File: config.mk
export PLATFORM = sky130hd
export DESIGN_NAME = perf_mon
export DESIGN_NICKNAME = d
export VERILOG_FILES = /design/src/rtl/perf_mon.sv
export SDC_FILE = /design/constraint.sdc
export NUM_CORES = 1
export LEC_CHECK = 0
export BUFFER_PORTS_ARGS = -buffer_cell sky130_fd_sc_hd__buf_2
export CAP_MARGIN = 40
export CORE_ASPECT_RATIO = 0.6
export CORE_MARGIN = 8
export CORE_UTILIZATION = 55
export CTS_CLUSTER_DIAMETER = 60
export CTS_CLUSTER_SIZE = 16
export DETAILED_ROUTE_END_ITERATION = 7
export PLACE_DENSITY = 0.83
export RECOVER_POWER = 50
export SLEW_MARGIN = 10
export SYNTH_ARGS = -nofsm -noshare
export SYNTH_HDL_FRONTEND = slang
export SYNTH_SLANG_ARGS = --single-unit
File: constraint.sdc
create_clock -name clk -period 3.9 [get_ports clk]
set_input_delay 0.78 -clock clk [delete_from_list [all_inputs] [get_ports clk]]
set_output_delay 0.78 -clock clk [all_outputs]
set_load 0.005 [all_outputs]
File: src/rtl/perf_mon.sv
module perf_mon #(
  parameter int CW    = 32,
  parameter int EW    = 8,
  parameter int PRE_W = 6
) (
  input  logic              clk,
  input  logic              rst_n,
  input  logic [(1<<EW)-1:0] evt_i,
  input  logic              wr_en,
  input  logic [1:0]        addr,
  input  logic [31:0]       wdata,
  output logic [31:0]       rdata,
  output logic              irq
);
  localparam logic [EW-1:0] NONE = '1;
  localparam logic [CW-1:0] TOP  = '1;

  logic          en, div;
  logic [2:0]    ie, ovf;
  logic [EW-1:0] sel0, sel1;
  logic [CW-1:0] ccnt, ec0, ec1;
  logic [PRE_W-1:0] pre;

  wire ctl_wr  = wr_en && addr == 2'd0;
  wire cyc_wr  = wr_en && addr == 2'd1;
  wire e0_wr   = wr_en && addr == 2'd2;
  wire e1_wr   = wr_en && addr == 2'd3;
  wire cyc_rst = ctl_wr && wdata[2];
  wire evt_rst = ctl_wr && wdata[1];

  wire tick = en && (!div || &pre);
  wire hit0 = en && sel0 != NONE && evt_i[sel0];
  wire hit1 = en && sel1 != NONE && evt_i[sel1];

  wire [2:0] wrap = {tick && ccnt == TOP && !cyc_wr && !cyc_rst,
                     hit1 && ec1 == TOP && !e1_wr && !evt_rst,
                     hit0 && ec0 == TOP && !e0_wr && !evt_rst};

  always_ff @(posedge clk or negedge rst_n) begin
    if (!rst_n) begin
      en <= 1'b0; div <= 1'b0; ie <= '0; ovf <= '0;
      sel0 <= NONE; sel1 <= NONE;
    end else begin
      if (ctl_wr) begin
        en   <= wdata[0];
        div  <= wdata[3];
        ie   <= wdata[6:4];
        sel0 <= wdata[12 +: EW];
        sel1 <= wdata[20 +: EW];
        ovf  <= (ovf & ~wdata[10:8]) | wrap;
      end else begin
        ovf  <= ovf | wrap;
      end
    end
  end

  always_ff @(posedge clk or negedge rst_n) begin
    if (!rst_n) pre <= '0;
    else if (cyc_rst) pre <= '0;
    else if (en && div) pre <= pre + 1'b1;
  end

  always_ff @(posedge clk or negedge rst_n) begin
    if (!rst_n) begin
      ccnt <= '0; ec0 <= '0; ec1 <= '0;
    end else begin
      if (cyc_wr) ccnt <= wdata[CW-1:0];
      else if (cyc_rst) ccnt <= '0;
      else if (tick) ccnt <= ccnt + 1'b1;

      if (e0_wr) ec0 <= wdata[CW-1:0];
      else if (evt_rst) ec0 <= '0;
      else if (hit0) ec0 <= ec0 + 1'b1;

      if (e1_wr) ec1 <= wdata[CW-1:0];
      else if (evt_rst) ec1 <= '0;
      else if (hit1) ec1 <= ec1 + 1'b1;
    end
  end

  always_comb begin
    case (addr)
      2'd0:    rdata = {4'b0, sel1, sel0, 1'b0, ovf, 1'b0, ie, div, 2'b0, en};
      2'd1:    rdata = 32'(ccnt);
      2'd2:    rdata = 32'(ec0);
      default: rdata = 32'(ec1);
    endcase
  end

  assign irq = |(ovf & ie);


  idle_chk: assert property (@(posedge clk) disable iff (!rst_n)
    (!en && !wr_en) |=> ($stable(ccnt) && $stable(ec0) && $stable(ec1)));

  none_code_chk: assert property (@(posedge clk) disable iff (!rst_n)
    (sel0 == NONE && !wr_en) |=> $stable(ec0));

  evt_rst_chk: assert property (@(posedge clk) disable iff (!rst_n)
    (ctl_wr && wdata[1]) |=> (ec0 == '0 && ec1 == '0));

  cyc_wrap_chk: assert property (@(posedge clk) disable iff (!rst_n)
    (tick && ccnt == TOP && !wr_en) |=> (ccnt == '0 && ovf[2]));

  cnt_write_chk: assert property (@(posedge clk) disable iff (!rst_n)
    cyc_wr |=> (ccnt == $past(wdata[CW-1:0])));
endmodule

==> metrics.sh <==
CLK_TRANSITION_REPORTED_PATHS_NS=0.06
DETAIL_ROUTE.VIAS_PER_CELL=7.33
FINAL.PERIOD_UTILIZATION=0.978
FP.DIEAREA_UM2=28100
RSZ0062_AT_GRT='false'
POWER.DENSITY_CELL_AREA_nW_PER_UM2=426
P_SW_FRAC=0.389
POST_SYNTH_EDFFS=0
CTS_TREE='built'
POWER.STATIC_LEAKAGE_nW=6.31
BOUNDARYPINS=326
FLOORPLAN.ROWS=43
MAX_SLEW.WORST_PIN.SLEW_NS=2.90
CTS.PATH.MAX_BUFFERS=2
SYNTH-ADDER-AREA-SHARE=0.00397
POST_SYNTH_MOST_FREQUENT_CELLS='179 x sky130_fd_sc_hd__nand2_1, 129 x sky130_fd_sc_hd__mux4_2, 110 x sky130_fd_sc_hd__dfrtp_1'
WORSTSKEWPAIRLATENCY_NS=0.43
FF_LATCH_AREA_UM2=3180
POSTSYNTH.TOPFLOPCELL='sky130_fd_sc_hd__dfrtp_1'
FIN_TNS_SETUP_NS=0
MAPPEDNETLISTAREA_UM2=12600
MULTI_INPUT_AREA_UM2=8790
SYNTHESIS.INSTANCES=1289
DRTANTENNAVIOLNETS=0
INSTANCES_NO_FILL=1920
GLOBALROUTEOVERFLOWTOTAL=0
CLOCK-SKEW-FINAL_NS=0.0107
SYNTH_TOP_FAMILY_BY_AREA='multiplexers'
DIE_X_UM=211
CAP_VIOLATIONS=1
YOSYSTOPAREACELLSHARE=0.231
ROUTE.FINAL.WIRE_LENGTH_MM=56.3
FIN_TOTAL_PWR_mW=6.52
TIMING.FINAL.SETUP_VIOLATIONS=0
H-TREE-DEPTH=4
VIAS_IN_THE_FIRST_GLOBAL_ROUTE=13500
PLACE_WS_NS=0.121
CORE_AREA_UM2=22800
FINALMAXSLEWVIOLATIONS=48
POST_DP_HPWL_MM=43.8
GLOBAL_ROUTE_WIRE_LENGTH_BEFORE_REPAIR_MM=83.8
SLEW-LIMIT-HEADROOM=-0.935
MIN_PERIOD_NS=3.82
TIMING.FINAL.WS_SETUP_NS=0.0847
CP_DATA_REQUIRED_TIME_NS=4.20
HOLD_VIOLATIONS=0
CRITICALPATHCATEGORY='reg2reg'
NETLIST_TOP_CELLS_AREA='sky130_fd_sc_hd__mux4_2 23%, sky130_fd_sc_hd__dfrtp_1 22%, sky130_fd_sc_hd__nand2_1 5.3%'
COMBPWRFRAC=0.428
SYN2LAYOUT_AREA_GROWTH_PCT=21.4
SYNTH_NETS=1586
YS_FF_LATCH=126
POST_SYNTH_AND_OR_NAND_NOR_AREA_FRACTION=0.162
YS_SEQ_AREA_FRAC=0.252
WORST_HOLD_PATH_TYPE='reg2reg'
YOSYS_WARNINGS=0
YOSYS-MUX-AREA-FRACTION=0.316
VDD_DROP_MAX_V=0.000297
TRITONCTS_NUM_SINKS=126
INITIAL_CORE_UTIL=0.552
POWER_SWITCHING_mW=2.53
CLOCKROOTBUFFER='sky130_fd_sc_hd__clkbuf_16'
CTS_INSERTED_BUFFERS=17
1ST_ITER_DRT_VIOLS=2444
POST-SYNTH-TOP-COUNT-CELL='sky130_fd_sc_hd__nand2_1'
GRT_USE_TOTAL=0.388
SYNTH_XOR_AREA_FRAC=0.0188
DETAILROUTE.VIA_COUNT=14100
WORST-ENDPOINT-ARRIVAL_NS=4.12
DIE_H_UM=133
SEQ_POWER_SHARE=0.312
GRT_ANTENNA_BEFORE_REPAIR=5
SETUP.WORST_PATH.START_CLASS='register'
AVGROUTEDWIREPERCELL_UM=29.3
SYNTH-COMPOUND-AREA-SHARE=0.195
SYN_AREA_PER_CELL_UM2=9.77
CTS_HOLD_BUFFERS=0
PORT_BUFFERS=325
DRT_PRE_ANTENNA_ITERS=8
CRIT_PATH_MAX_FANOUT=19
POWER_SHARE_OF_THE_CLOCK_GROUP=0.260
FILLCELLCOUNT=1847
YOSYSTOPAREACELL='sky130_fd_sc_hd__mux4_2'
FMAXACHIEVABLE_MHz=262
INTERNAL-POWER_mW=3.98
DETAIL_ROUTE.DRC_VIOLATIONS=0
PLACED_CELLS=1886
RUN_STATUS='finished with violations'
SYNTH_CELL_TYPES=73
DRIVE_ABOVE_1_SHARE=0.391
GPL.FINAL_WEIGHTED_CONGESTION=1.03
LAYOUT.NETS=1888
GRT_START_MAX_NET_PINS=56
ENDPOINT_TYPE_OF_THE_WORST_SETUP_PATH='register'
FAILED_CHECKS='max-capacitance violations, max-slew violations'
SYNTHARSTFLOPSHARE=1.00
critical path, stage by stage (launching register included):
cell	delay, ns
sky130_fd_sc_hd__dfstp_4	0.76
sky130_fd_sc_hd__buf_4	0.37
sky130_fd_sc_hd__mux4_2	0.57
sky130_fd_sc_hd__mux2_2	0.31
sky130_fd_sc_hd__nand2_1	0.07
sky130_fd_sc_hd__nand4_1	0.15
sky130_fd_sc_hd__o221ai_1	0.39
sky130_fd_sc_hd__o41a_4	0.37
sky130_fd_sc_hd__buf_4	0.28
sky130_fd_sc_hd__a22oi_1	0.11
sky130_fd_sc_hd__o2bb2a_1	0.30
cell type report:
type	instances	share of cell area
timing repair buffer	389	0.144
clock buffer	26	0.0333
antenna	1	0.000164
multi-input combinational	1031	0.575
tap	315	0.0258
clock inverter	6	0.00704
inverter	26	0.00639
sequential	126	0.208
power groups by stage:
stage / Sequential (mW) / Clock, mW / Combinational, mW
final: 2.03 / 1.69 / 2.79
after global routing: 2.05 / 1.75 / 2.92
after CTS: 2.00 / 1.69 / 2.67
after detailed placement: 2.02 / 0 / 2.65
after global placement: 2.01 / 0 / 2.59
after floorplan: 1.76 / 0 / 1.91
timing repair:
action                     in CTS  in global routing
setup buffers                   0                  1
resized for setup               0                  1
setup endpoints to repair       0                 13
sequential cells by signal, summed over array words and instances, names as in the netlist:
register  count
ovf           3
ie            3
ec0          32
div           1
ccnt         32
sel1          8
ec1          32
en            1
sel0          8
pre           6
logic make-up (layout without fill, tap and decap cells):
| logic type | count (synthesis) | count (layout) |
|---|---|---|
| and+or+nand+nor | 429 | 429 |
| other | 0 | 1 |
| xor gates and xnor gates | 27 | 27 |
| buffers and inverters | 132 | 447 |
| DFF | 126 | 126 |
| AOI/OAI and AO/OA | 340 | 340 |
| adders and majority gates | 4 | 4 |
| muxes | 231 | 231 |
per-layer routing:
metal	share of wire	global-route usage	vias up
li1	-	-	5702
met1	0.36	0.532	6780
met2	0.41	0.539	1372
met3	0.19	0.191	203
met4	0.033	0.0988	8
met5	0.00099	0	-
cells in the final DEF, fill, tap and decap left out, drive strengths merged, types with 31 or more instances in the layout:
cell	instances
a21oi	54
a22oi	31
buf	384
clkbuf	31
dfrtp	110
mux2	46
mux2i	56
mux4	129
nand2	179
nand3	59
nor2	64
o21ai	78
stage by stage:
step / cell area [µm²] / util / hold WS [ns]
final: 15300 / 0.670 / 0.549
after global routing: 15300 / 0.670 / 0.566
after CTS: 15300 / 0.669 / 0.424
after detailed placement: 14700 / 0.642 / 0.519
after global placement: 14700 / 0.642 / 0.508
after floorplan: 12600 / - / 0.462
worst paths after layout:
| check | from | to | slack [ns] | depth (start not counted) |
|---|---|---|---|---|
| worst max-delay path | sel0[0] | ec0[31] | 0.08 | 10 |
| worst min register to register | ec0[30] | ec0[30] | 0.55 | 1 |
| max in group asynchronous | rst_n | ccnt[20] | 0.69 | 2 |
| min in group asynchronous | rst_n | ec1[30] | 1.30 | 1 |
| worst max register to register | sel0[0] | ec0[31] | 0.08 | 10 |
| worst min-delay path | ec0[30] | ec0[30] | 0.55 | 1 |
No activity file was read; power rests on OpenSTA's default activity.
